<file path="src/rtl/ckdiv_pkg.sv">
package ckdiv_pkg;

   typedef struct packed {
      logic clkout;
      logic sclk;
      logic intr;
      logic koz;
   } ckdiv_out_t;

   function automatic bit is_pow2(input int unsigned v);
      return (v != 0) && ((v & (v - 1)) == 0);
   endfunction

endpackage

</file>
<file path="src/rtl/ckdiv_sync_edge.sv">
module ckdiv_sync_edge (
   input  logic clk_i,
   input  logic rst_ni,
   input  logic sync_i,
   output logic rise_o
);

   logic sync_prev_q;

   always_ff @(posedge clk_i or negedge rst_ni) begin
      if (!rst_ni) sync_prev_q <= 1'b0;
      else         sync_prev_q <= sync_i;
   end

   // Only the low-to-high step is an event; a held level is ignored.
   assign rise_o = sync_i & ~sync_prev_q;

   a_r7_single_event : assert property (@(posedge clk_i) disable iff (!rst_ni)
      rise_o |=> !rise_o);

endmodule

</file>
<file path="src/rtl/ckdiv_phase_ctr.sv">
module ckdiv_phase_ctr #(
   parameter int unsigned PERIOD    = 16,
   parameter int unsigned SYNC_LEAD = 4,
   localparam int unsigned CW       = $clog2(PERIOD)
) (
   input  logic          clk_i,
   input  logic          rst_ni,
   input  logic          load_i,
   output logic [CW-1:0] cnt_o,
   output logic [CW-1:0] cnt_nxt_o
);

   // Phase value that reaches 0 exactly SYNC_LEAD edges after a load.
   localparam logic [CW-1:0] LOAD_VAL = CW'(PERIOD - SYNC_LEAD);

   generate
      if (!ckdiv_pkg::is_pow2(PERIOD)) begin : g_bad_period
         $error("PERIOD must be a power of two");
      end
      if (SYNC_LEAD < 1 || SYNC_LEAD > PERIOD) begin : g_bad_lead
         $error("SYNC_LEAD must lie in 1..PERIOD");
      end
   endgenerate

   logic [CW-1:0] cnt_q;

   assign cnt_nxt_o = load_i ? LOAD_VAL : cnt_q + 1'b1;

   always_ff @(posedge clk_i or negedge rst_ni) begin
      if (!rst_ni) cnt_q <= LOAD_VAL;
      else         cnt_q <= cnt_nxt_o;
   end

   assign cnt_o = cnt_q;

   a_r5_reload : assert property (@(posedge clk_i) disable iff (!rst_ni)
      load_i |=> cnt_q == LOAD_VAL);

endmodule

</file>
<file path="src/rtl/ckdiv_decode.sv">
module ckdiv_decode
   import ckdiv_pkg::*;
#(
   parameter int unsigned DIV       = 8,
   parameter int unsigned SLOW_MULT = 2,
   parameter bit          SCLK_INV  = 1'b0,
   localparam int unsigned PERIOD   = DIV * SLOW_MULT,
   localparam int unsigned CW       = $clog2(PERIOD),
   localparam int unsigned DW       = $clog2(DIV)
) (
   input  logic          clk_i,
   input  logic          rst_ni,
   input  logic [CW-1:0] cnt_nxt_i,
   input  logic          os_sel_i,
   output ckdiv_out_t    out_o
);

   generate
      if (DIV < 4 || !is_pow2(DIV)) begin : g_bad_div
         $error("DIV must be a power of two of at least 4");
      end
      if (!is_pow2(SLOW_MULT)) begin : g_bad_mult
         $error("SLOW_MULT must be a power of two");
      end
   endgenerate

   logic os_eff_q, os_nxt;
   logic boundary;
   logic clk_d, slow_d, int_d, koz_d, sclk_d;

   assign boundary = (cnt_nxt_i == '0);
   assign os_nxt   = boundary ? os_sel_i : os_eff_q;

   assign clk_d  = ~cnt_nxt_i[DW-1];
   assign slow_d = ~cnt_nxt_i[CW-1];
   assign int_d  = os_nxt ? clk_d : slow_d;
   assign koz_d  = &cnt_nxt_i[DW-2:0];

   generate
      if (SCLK_INV) begin : g_sclk_inv
         assign sclk_d = ~clk_d;
      end else begin : g_sclk_true
         assign sclk_d = clk_d;
      end
   endgenerate

   always_ff @(posedge clk_i or negedge rst_ni) begin
      if (!rst_ni) begin
         os_eff_q <= 1'b0;
         out_o    <= '{clkout: 1'b0, sclk: SCLK_INV, intr: 1'b0, koz: 1'b0};
      end else begin
         os_eff_q <= os_nxt;
         out_o    <= '{clkout: clk_d, sclk: sclk_d, intr: int_d, koz: koz_d};
      end
   end

   a_r2_sclk_edges : assert property (@(posedge clk_i) disable iff (!rst_ni)
      $changed(out_o.clkout) |-> $changed(out_o.sclk));

endmodule

</file>
<file path="src/rtl/codec_clkgen.sv">
module codec_clkgen #(
   parameter int unsigned DIV       = 8,
   parameter int unsigned SLOW_MULT = 2,
   parameter int unsigned SYNC_LEAD = 4,
   parameter bit          SCLK_INV  = 1'b0
) (
   input  logic clk_i,
   input  logic rst_ni,
   input  logic sync_i,
   input  logic os_sel_i,
   output logic int_o,
   output logic clkout_o,
   output logic sclk_o,
   output logic koz_o
);
   import ckdiv_pkg::*;

   localparam int unsigned PERIOD = DIV * SLOW_MULT;
   localparam int unsigned CW     = $clog2(PERIOD);
   localparam int unsigned HALF   = DIV / 2;

   logic          sync_rise;
   logic [CW-1:0] cnt, cnt_nxt;
   ckdiv_out_t    outs;

   ckdiv_sync_edge u_edge (
      .clk_i  (clk_i),
      .rst_ni (rst_ni),
      .sync_i (sync_i),
      .rise_o (sync_rise)
   );

   ckdiv_phase_ctr #(.PERIOD(PERIOD), .SYNC_LEAD(SYNC_LEAD)) u_ctr (
      .clk_i     (clk_i),
      .rst_ni    (rst_ni),
      .load_i    (sync_rise),
      .cnt_o     (cnt),
      .cnt_nxt_o (cnt_nxt)
   );

   ckdiv_decode #(.DIV(DIV), .SLOW_MULT(SLOW_MULT), .SCLK_INV(SCLK_INV)) u_dec (
      .clk_i     (clk_i),
      .rst_ni    (rst_ni),
      .cnt_nxt_i (cnt_nxt),
      .os_sel_i  (os_sel_i),
      .out_o     (outs)
   );

   assign int_o    = outs.intr;
   assign clkout_o = outs.clkout;
   assign sclk_o   = outs.sclk;
   assign koz_o    = outs.koz;

   // Checker: length of the current high run of int_o.
   logic [CW:0] hrun_q;
   always_ff @(posedge clk_i or negedge rst_ni) begin
      if (!rst_ni)                hrun_q <= '0;
      else if (!int_o)            hrun_q <= '0;
      else if (hrun_q != '1)      hrun_q <= hrun_q + 1'b1;
   end

   a_r6_koz_then_edge : assert property (@(posedge clk_i) disable iff (!rst_ni)
      koz_o && !sync_rise |=> clkout_o != $past(clkout_o));

   a_r6_quiet_without_koz : assert property (@(posedge clk_i) disable iff (!rst_ni)
      !koz_o && !sync_rise |=> $stable(clkout_o));

   a_r5_sync_low : assert property (@(posedge clk_i) disable iff (!rst_ni)
      sync_rise |=> !clkout_o && !int_o);

   a_r3_int_rises_with_clkout : assert property (@(posedge clk_i) disable iff (!rst_ni)
      $rose(int_o) |-> $rose(clkout_o));

   a_r4_no_runt : assert property (@(posedge clk_i) disable iff (!rst_ni)
      $fell(int_o) && !$past(sync_rise) |-> hrun_q >= (CW+1)'(HALF));

endmodule

</file>
<file path="config.mk">
export PLATFORM = sky130hd
export DESIGN_NAME = codec_clkgen
export DESIGN_NICKNAME = d
export VERILOG_FILES = /design/src/rtl/ckdiv_pkg.sv /design/src/rtl/ckdiv_sync_edge.sv /design/src/rtl/ckdiv_phase_ctr.sv /design/src/rtl/ckdiv_decode.sv /design/src/rtl/codec_clkgen.sv
export SDC_FILE = /design/constraint.sdc
export NUM_CORES = 1
export LEC_CHECK = 0
export BUFFER_PORTS_ARGS = -buffer_cell sky130_fd_sc_hd__buf_2
export CAP_MARGIN = 10
export CORE_AREA = 2 2 39 41
export CTS_BUF_LIST = sky130_fd_sc_hd__clkbuf_4 sky130_fd_sc_hd__clkbuf_8 sky130_fd_sc_hd__clkbuf_16
export DETAILED_ROUTE_END_ITERATION = 7
export DIE_AREA = 0 0 41 43
export PLACE_DENSITY = 0.44
export SYNTH_ARGS = -nofsm -noshare
export SYNTH_HDL_FRONTEND = slang
export SYNTH_SLANG_ARGS = --single-unit
</file>
<file path="constraint.sdc">
create_clock -name clk_i -period 1.75 [get_ports clk_i]
set_clock_uncertainty 0.15 [all_clocks]
set_input_delay 0.35 -clock clk_i [delete_from_list [all_inputs] [get_ports clk_i]]
set_output_delay 0.35 -clock clk_i [all_outputs]
set_load 0.01 [all_outputs]
</file>
==> key figures, run 1 <==
STA
  • Setup ws final: 0.217 ns
  • Max-slew headroom: 86.8%
  • RSZ-0062 raised after global routing: no
  • Setup TNS: 0 ns
  • FMAX: 0.652 GHz
  • Count of final max-slew check failures: 0
  • Final setup fails: 0
  • Crit path time final: 1.53 ns
  • Fin. Hold Viols: 0
  • Worst slew pin tran: 0.199 ns
  • Tcrit/Tclk final: 87.6%
  • Hold slack: 0.0673 ns

Global route
  • First-pass GRT wire length: 897 um
  • All-Layer GR Usage: 8.22%
  • Largest net degree at the start of global routing: 10
  • Initial antenna violation count: 0
  • GR Overflow Total: 0
  • Vias in the first global route: 222

Layout
  • Share of cells above drive strength 1: 41.0%
  • Commonest cells after routing, fill and taps aside: buf_2 (7), dfrtp_1 (7), clkbuf_4 (4)
  • # fillers: 146
  • Register area: 228 um^2
  • Post-Layout Cell Count: 55
  • Ant diodes: 0
  • # nets final: 45
  • Layout area overhead: 26.6%
  • Multi-input logic area: 119 um^2

Worst setup path
  • R2r setup slk: 0.22 ns
  • Register-to-Register Path Depth: 5
  • CP top delay family: flip-flops
  • CP Launch Type: register
  • Critical path class: register to register
  • Worst Setup EP: u_dec.os_eff_q
  • R2r endpoint: u_dec.os_eff_q
  • Buf+Inv Stages, Crit Path: 0
  • Slowest-stage cell, CP: dfrtp_1
  • Crit path from: u_ctr.cnt_o[0]
  • Critical path fanouts, max: 4
  • Worst path cell trace: ha_1 -> xor2_1 -> nor2_2 -> nand4b_1 -> mux2_1
  • Crit path depth: 5
  • Critical Path RT: 1.74 ns
  • Crit. End Element: register
  • Crit-path max cell delay: 0.40 ns
  • Worst r2r src: u_ctr.cnt_o[0]
  • Critical path arrival: 1.53 ns

Power and ir drop
  • Leak pwr: 0.218 nW
  • VDD IR max: 714 uV
  • P per Cell Area: 1570 nW/um^2
  • Overall power: 0.711 mW

Die
  • Initial Utilization: 25.9%
  • Die ar.: 1760 um^2
  • Die W: 41 um
  • Core box area: 1380 um^2
  • Row cnt: 14
  • I/O pin total: 8
  • Die height: 43 um

Routing
  • Vias per cell: 3.89
  • DR pass1 iterations: 2
  • Vias: 214
  • Overall routed net length: 491 um
  • Remaining DRCs: 0
  • Wire length per cell: 8.93 um
  • Initial DRC Count: 3
  • Antenna Violating Nets Remaining: 0

Logic synthesis
  • Most used flip-flop cell after synthesis: dfrtp_1
  • Register bit count reported by yosys: 9
  • Mapped Area: 358 um^2
  • Cell variety after synth: 17
  • Mean area per synthesized cell: 13.3 um^2
  • Post-synth ARST share: 100%
  • Synthesized net count: 32
  • Yosys warnings: 0
  • Seq/Total Area, Yosys: 63.6%
  • EDFF count, synth: 0
  • Post-Syn Instances: 27

Place
  • GP Congestion: 0.732
  • Pre-CTS WS: 0.201 ns
  • Dpl hpwl: 383 um
  • I/O Buffers: 7
  • Placed cells: 50

Clock tree
  • Post-CTS Hold Buffers: 1
  • CTS root buf: clkbuf_4
  • Postcts setup bufs: 0
  • Clk_lat worst skew: 0.25 ns
  • CTS tree: done
  • Max Root-Sink Buffers: 2
  • TritonCTS buffer count: 3
  • Clk slew on worst S/H paths: 0.06 ns
  • Sink Count: 9
  • Post-CTS sizing: 0
  • H-tree depth: 1

Run
  • Max_cap viols: 0

Min path
  • Min-delay worst type: primary input to register

Run status
  • Status: complete, no violations
[cell usage after synthesis, drive strengths merged (2+ instances only)]
library cell | instances | share of area [%]
xor2 | 3 | 7.3
nor2b | 2 | 5.6
nand2 | 2 | 2.1
dfstp | 2 | 15
nor2 | 2 | 2.8
dfrtp | 7 | 49
[area by class of cell]
| type | count | area share (%) |
|---|---|---|
| clock buffers | 4 | 6.63 |
| inverters | 1 | 0.829 |
| multi-input cells | 16 | 26.2 |
| flip-flops and latches | 9 | 50.3 |
| well taps | 16 | 4.42 |
| repair buffers | 9 | 11.6 |
[where the power goes]
| part | switching, mW | internal, mW |
|---|---|---|
| sequential | 0.0415 | 0.291 |
| combinational | 0.101 | 0.106 |
| clock | 0.0687 | 0.103 |
[worst min path at each step]
stage,startpoint,end,slack [ns],cells past startpoint
6_report,sync_i,u_edge.sync_prev_q,0.07,1
5_1_grt,sync_i,u_edge.sync_prev_q,0.06,1
4_1_cts,sync_i,u_edge.sync_prev_q,0.06,1
3_5_place_dp,rst_ni,u_dec.out_o[1],0.06,1
3_3_place_gp,rst_ni,u_dec.out_o[3],0.06,1
2_1_floorplan,rst_ni,u_ctr.cnt_o[0],-0.1,0
[worst reg2reg max path, delay by kind of cell, from the launching register on]
family / cells / cell delay (ns)
AND/OR/NAND/NOR: 2 / 0.19
flip-flops: 1 / 0.40
multiplexers: 1 / 0.31
XOR/XNOR: 1 / 0.15
adder cells (fa/ha/maj): 1 / 0.22
[logic make-up after synthesis]
kind of cell	count (synthesis)	share of synthesized area, %
and+or+nand+nor	10	17.8
buffers and inverters	2	3.15
DFF	9	63.6
xor gates and xnor gates	3	7.34
muxes	1	3.15
AOI/OAI and AO/OA	1	1.40
adders and majority gates	1	3.50
[through the flow]
step                      area (um^2)  util, %
after CTS                         453     32.7
after detailed placement          413     29.8
final                             453     32.7
after global routing              453     32.7
after global placement            413     29.8
after floorplan                   358        -
[registers in the layout, summed over array words and instances (netlist names)]
register,cells
u_dec.out_o,3
u_edge.sync_prev_q,1
u_dec.os_eff_q,1
u_ctr.cnt_o,4
[per-layer routing]
layer | wire length, um | global-route usage [%] | vias up
met1 | 207 | 8.31 | 96
met4 | 0 | 2.00 | 0
li1 | - | - | 109
met3 | 54 | 7.85 | 0
met5 | 0 | 0 | -
met2 | 229 | 11.9 | 9
Power figures use the tool's default switching activity.
==> inputs of run 2 (changes only) <==
Settings changed: SYNTH_HIERARCHICAL set to 1.
==> run 2 against run 1 <==
  * The flow now finishes with violations (negative setup slack)
  * Final cell count increased by 3.6%
  * Combinational power increased by 34%
  * Wire length increased by 30%
  * Setup slack got worse by 0.22 ns
  * Fmax decreased by 13%
  * Hold slack got worse by 0.0023 ns
  * Synthesized area decreased by 1.4%
  * Largest power group unchanged
  * Highest routed layer is now met4
==> key figures, run 2 <==
Routing
  • DR pass1 iterations: 1
  • Initial DRC Count: 0
  • Antenna Violating Nets Remaining: 0
  • Wire length per cell: 11.2 um
  • Overall routed net length: 638 um
  • Remaining DRCs: 0
  • Vias: 231
  • Vias per cell: 4.05

Worst setup path
  • Crit path from: u_ctr/cnt_o[0]
  • CP top delay family: flip-flops
  • Critical path class: register to register
  • Buf+Inv Stages, Crit Path: 1
  • Critical path fanouts, max: 2
  • Slowest-stage cell, CP: dfrtp_1
  • CP Launch Type: register
  • Crit path depth: 5
  • Crit. End Element: register
  • Worst path cell trace: buf_6 -> a31o_1 -> a21o_1 -> nor4_2 -> mux2_2
  • Critical Path RT: 1.74 ns
  • Register-to-Register Path Depth: 5
  • Critical path arrival: 1.75 ns
  • Worst r2r src: u_ctr/cnt_o[0]
  • Crit-path max cell delay: 0.39 ns

Power and ir drop
  • Int Power: 0.559 mW
  • Switching Fraction: 29.1%
  • Overall power: 0.788 mW
  • Combinational power share: 35.1%
  • Clk pwr share: 21.9%
  • Leak pwr: 0.242 nW
  • P per Cell Area: 1600 nW/um^2
  • Switching power: 0.229 mW
  • Sequential power share: 43.0%
  • VDD IR max: 500 uV

Clock tree
  • CTS root buf: clkbuf_4
  • Max Root-Sink Buffers: 2
  • Clk slew on worst S/H paths: 0.06 ns
  • Clk_lat worst skew: 0.26 ns
  • Sink Count: 9
  • H-tree depth: 1
  • CTS tree: done
  • TritonCTS buffer count: 3

Layout
  • Post-Layout Cell Count: 57
  • # nets final: 47
  • Share of cells above drive strength 1: 56.1%
  • # fillers: 143
  • Multi-input logic area: 116 um^2
  • Register area: 228 um^2
  • Max reg flops: 4
  • Ant diodes: 0
  • Design Area, Final: 492 um^2
  • Layout area overhead: 39.4%
  • Commonest cells after routing, fill and taps aside: buf_2 (7), dfrtp_1 (7), buf_4 (5)

Die
  • I/O pin total: 8
  • Initial Utilization: 25.5%
  • Die ar.: 1760 um^2
  • Core box area: 1380 um^2
  • Die W: 41 um
  • Row cnt: 14
  • Die height: 43 um

Global route
  • All-Layer GR Usage: 9.76%
  • Initial antenna violation count: 0
  • GR Overflow Total: 0
  • Vias in the first global route: 273
  • Largest net degree at the start of global routing: 10
  • First-pass GRT wire length: 1090 um

STA
  • Max-slew headroom: 84.3%
  • Setup ws final: -0.00322 ns
  • Fin. Hold Viols: 0
  • Count of final max-slew check failures: 0
  • RSZ-0062 raised after global routing: yes
  • Setup TNS: -0.00322 ns
  • FMAX: 0.570 GHz
  • Worst slew pin tran: 0.234 ns
  • Tcrit/Tclk final: 100%
  • Crit path time final: 1.75 ns
  • Final setup fails: 1

Logic synthesis
  • Register bit count reported by yosys: 9
  • Seq/Total Area, Yosys: 64.5%
  • Synth top area cells: dfrtp_1 (50%), dfstp_2 (15%), nor2b_4 (3.9%), ha_1 (3.5%), nor4_2 (3.5%)
  • Commonest cells in the netlist: dfrtp_1 (7), dfstp_2 (2)
  • Post-synth ARST share: 100%
  • Top-count cell post-synth: dfrtp_1
  • Mapped Area: 353 um^2
  • Post-Syn Instances: 24
  • EDFF count, synth: 0
  • Cell variety after synth: 17
  • Post-synth top area share: 49.6%
  • Synth area leader: dfrtp_1
  • Synthesized net count: 29
  • Mean area per synthesized cell: 14.7 um^2
  • Most used flip-flop cell after synthesis: dfrtp_1
  • Yosys warnings: 6

Run status
  • Status: finished, violations left
  • Failing checks: negative setup slack

Place
  • Dpl hpwl: 440 um
  • Placed cells: 49
  • DP Area: 423 um^2
  • I/O Buffers: 7
  • GP Congestion: 0.670

Min path
  • Hold_sp: sync_i
  • Hold path depth: 1
  • Min-delay worst type: primary input to register

Run
  • Max_cap viols: 0
[run 2: cell count changes in the layout (fill, tap and decap cells not counted), sizes merged]
cell    previous run  this run
xnor2              0         1
nor4               0         1
xor2               3         0
nand2              2         0
buf                8        13
nand3              1         0
o21ai              1         0
nand4b             1         0
a31o               0         1
nand4              0         1
nor2               2         1
a21o               0         1
mux2i              0         1
[run 2: metal layers]
| layer | vias up | share of wire [%] | global-route usage (%) |
|---|---|---|---|
| li1 | 114 | - | - |
| met1 | 110 | 39 | 10.7 |
| met2 | 5 | 54 | 14.4 |
| met3 | 2 | 4.2 | 1.57 |
| met4 | 0 | 2.2 | 10.0 |
| met5 | - | 0 | 0 |
[run 2: power groups by stage]
stage | clock [mW] | sequential [mW] | combinational [mW]
floorplan | 0 | 0.349 | 0.134
detailed placement | 0 | 0.345 | 0.232
global route | 0.199 | 0.350 | 0.305
CTS | 0.182 | 0.341 | 0.237
global placement | 0 | 0.341 | 0.230
finish | 0.172 | 0.339 | 0.277
[run 2: layout make-up]
class	instances	area share (%)
multi-input cells	13	23.7
inverters	1	0.763
well taps	16	4.07
clock buffers	4	6.11
flip-flops and latches	9	46.3
repair buffers	14	19.1
[run 2: final timing paths]
path,slack [ns],endpoint
max,-0.003,u_dec/os_eff_q
max reg2reg,-0.003,u_dec/os_eff_q
min reg2reg,0.34,u_dec/out_o[1]
min in group asynchronous,0.33,u_dec/os_eff_q
min,0.07,u_edge/sync_prev_q
max in group asynchronous,0.87,u_ctr/cnt_o[2]
[run 2: metrics by stage]
step	util (%)	setup WS [ns]	hold slack (ns)
2_1_floorplan	-	0.0271	-0.0956
5_1_grt	35.5	-0.118	0.0508
3_3_place_gp	30.6	0.0273	0.0525
6_report	35.5	-0.00322	0.0650
3_5_place_dp	30.6	0.0208	0.0588
4_1_cts	33.5	-0.00846	0.0567
[run 2: repair_timing]
action	4_1_cts	5_1_grt
hold buffers	1	0
cloned	0	0
hold endpoints to repair	8	0
gates resized for setup	0	2
pin swaps	0	3
endpoints found under the setup margin	1	1
setup buffers	0	3
[run 2: cell families (layout without fill, tap and decap cells)]
family / count (synthesis) / count (layout) / share of synthesized area (%)
multiplexers: 2 / 2 / 6.03
buffers and inverters: 2 / 19 / 3.19
XOR/XNOR: 1 / 1 / 2.48
AO/OA/AOI/OAI: 2 / 2 / 4.61
adder cells (fa/ha/maj): 1 / 1 / 3.55
flip-flops: 9 / 9 / 64.5
AND/OR/NAND/NOR: 7 / 7 / 15.6
==> inputs of run 3 (changes only) <==
Settings changed: ABC_AREA set to 1, CTS_BUF_LIST sky130_fd_sc_hd__clkbuf_4 sky130_fd_sc_hd__clkbuf_8 sky130_fd_sc_hd__clkbuf_16 to sky130_fd_sc_hd__clkbuf_4 sky130_fd_sc_hd__clkbuf_8, PLACE_DENSITY 0.44 to 0.47.
==> run 3 against run 2 <==
  * The flow now finishes without violations
  * Synthesized cell count grew 71%
  * Sequential share of layout area is 1.6 points higher
  * Clock-buffer cell count is the same
  * Fmax up 12%
  * Wire length fell by 13%
  * Hold slack gained 0.0045 ns
  * Via count rose by 19%
  * Global-route usage fell by 0.56 points
  * Synthesized area up 9.9%
  * Combinational power shrank 14%
  * Flip-flop and latch count unchanged
  * Critical path type unchanged
  * Largest cell class unchanged
  * Largest power group unchanged
==> key figures, run 3 <==
Layout
  • # nets final: 58
  • # fillers: 160
  • Layout area overhead: 22.6%
  • Ant diodes: 0
  • Post-layout util: 34.4%
  • Multi-input logic area: 119 um^2
  • Share of cells above drive strength 1: 34.6%
  • Most common cell after layout, fill and taps aside: inv_1
  • Commonest cells after routing, fill and taps aside: inv_1 (9), buf_2 (7), dfrtp_1 (7)
  • Register area: 228 um^2
  • Max reg flops: 4

Die
  • Die W: 41 um
  • Initial Utilization: 28.0%
  • I/O pin total: 8
  • Row cnt: 14
  • Die height: 43 um
  • Die ar.: 1760 um^2
  • Core box area: 1380 um^2

Logic synthesis
  • Synth area leader: dfrtp_1
  • Seq/Total Area, Yosys: 58.7%
  • Mean area per synthesized cell: 9.46 um^2
  • Yosys warnings: 6
  • Cell variety after synth: 12
  • Post-synth top area share: 45.2%
  • Post-synth ARST share: 100%
  • Top-count cell post-synth: inv_1
  • Most used flip-flop cell after synthesis: dfrtp_1
  • Mapped Area: 388 um^2
  • Synthesized net count: 46
  • Post-Syn Instances: 41
  • Register bit count reported by yosys: 9
  • Commonest cells in the netlist: inv_1 (9), dfrtp_1 (7), nand2_1 (6), nand3_1 (6), nor2_2 (3)
  • EDFF count, synth: 0
  • Synth top area cells: dfrtp_1 (45%), dfstp_2 (14%), inv_1 (8.7%), nand3_1 (7.7%), nand2_1 (5.8%)

Global route
  • Largest net degree at the start of global routing: 10
  • All-Layer GR Usage: 9.19%
  • First-pass GRT wire length: 993 um
  • Initial antenna violation count: 0
  • GR Overflow Total: 0
  • Vias in the first global route: 263

STA
  • RSZ-0062 raised after global routing: no
  • Fin. Hold Viols: 0
  • Setup TNS: 0 ns
  • Tcrit/Tclk final: 89.2%
  • Final setup fails: 0
  • FMAX: 0.640 GHz
  • Worst slew pin tran: 0.231 ns
  • Max-slew headroom: 84.5%
  • Crit path time final: 1.56 ns
  • Count of final max-slew check failures: 0

Routing
  • Remaining DRCs: 0
  • Wire length per cell: 8.12 um
  • Initial DRC Count: 5
  • DR pass1 iterations: 2
  • Antenna Violating Nets Remaining: 0
  • Vias per cell: 4.06
  • Vias: 276
  • Overall routed net length: 552 um

Power and ir drop
  • Switching power: 0.244 mW
  • Clk pwr share: 22.2%
  • Switching Fraction: 33.0%
  • Int Power: 0.496 mW
  • VDD IR max: 434 uV
  • Leak pwr: 0.273 nW
  • P per Cell Area: 1560 nW/um^2
  • Overall power: 0.741 mW
  • Combinational power share: 32.2%
  • Sequential power share: 45.6%

Min path
  • Hold path depth: 1
  • Hold EP: u_edge/sync_prev_q
  • Hold_sp: sync_i
  • Min-delay worst type: primary input to register

Worst setup path
  • Critical Path RT: 1.74 ns
  • R2r setup slk: 0.19 ns
  • R2r endpoint: u_dec/out_o[1]
  • Register-to-Register Path Depth: 7
  • Worst r2r src: u_ctr/cnt_o[0]
  • Critical path class: register to register
  • CP Launch Type: register
  • Critical path fanouts, max: 4
  • Critical path arrival: 1.55 ns
  • Crit. End Element: register

Clock tree
  • Postcts setup bufs: 0
  • TritonCTS buffer count: 3
  • CTS root buf: clkbuf_4
  • H-tree depth: 1
  • Clk_lat worst skew: 0.25 ns
  • Sink Count: 9
  • CTS tree: done
  • Clk slew on worst S/H paths: 0.06 ns
  • Max Root-Sink Buffers: 2

Run
  • Max_cap viols: 0

Place
  • Dpl hpwl: 440 um
  • I/O Buffers: 7
  • GP Congestion: 0.677

Run status
  • Status: complete, no violations
-- run 3: changes by cell type in the layout (fill, tap and decap cells not counted), sizes merged, moves of 2 or more --
cell   before  now
inv         1    9
nor2        1    5
nand3       0    6
buf        13    7
nor2b       2    0
nand2       0    8
-- run 3: layout make-up --
class	instances	share of cell area, %
Tap cell	16	4.21
Clock buffer	4	6.32
Multi-Input combinational cell	22	25.0
Inverter	9	7.11
Timing Repair Buffer	8	9.47
Sequential cell	9	47.9
-- run 3: worst max path at each step --
stage	startpoint	endpoint	slack, ns	cells past startpoint
global route	u_ctr/cnt_o[0]	u_dec/out_o[1]	0.08	7
finish	u_ctr/cnt_o[0]	u_dec/out_o[1]	0.19	7
detailed placement	u_ctr/cnt_o[0]	u_dec/out_o[1]	0.19	7
CTS	u_ctr/cnt_o[0]	u_dec/out_o[1]	0.17	7
floorplan	u_ctr/cnt_o[0]	u_dec/out_o[1]	0.29	7
global placement	u_ctr/cnt_o[0]	u_dec/out_o[1]	0.19	7
-- run 3: kinds of logic after synthesis --
kind of cell	synth area share, %
and+or+nand+nor	25.2
xor gates and xnor gates	2.26
DFF	58.7
adders and majority gates	3.23
buffers and inverters	10.6
-- run 3: metrics by stage --
step	instances	worst slack [ns]	hold slack (ns)	instance area [um^2]
CTS	68	0.171	0.0651	475
detailed placement	63	0.194	0.0575	435
finish	68	0.188	0.0695	475
global placement	63	0.193	0.0590	435
global route	68	0.0804	0.0690	475
floorplan	41	0.293	-0.0956	388
-- run 3: critical path, cell delays in order (launching register included) --
cell     delay [ns]
dfrtp_1        0.40
ha_1           0.22
xnor2_1        0.14
nand2_1        0.11
nor2_2         0.17
nand3_1        0.11
nand3_1        0.10
nand2_1        0.05
-- run 3: power groups by stage --
stage          logic (mW)  registers (mW)  clock network (mW)
3_3_place_gp        0.244           0.341                   0
4_1_cts             0.242           0.339               0.170
3_5_place_dp        0.239           0.342                   0
2_1_floorplan       0.174           0.350                   0
6_report            0.238           0.338               0.164
5_1_grt             0.271           0.350               0.181
-- run 3: layer usage --
metal	vias to the layer above	part of all wire, %	wire length (um)	GRT usage [%]
li1	144	-	-	-
met3	2	2.4	13	3.14
met5	-	0	0	0
met4	0	3.1	17	10.0
met1	127	44	244	10.5
met2	3	50	277	11.9
-- run 3: what timing repair did --
action / 4_1_cts / 5_1_grt
resized for setup: 0 / 0
endpoints found under the hold margin: 7 / 0
endpoints found under the setup margin: 0 / 0
hold buffers: 1 / 0
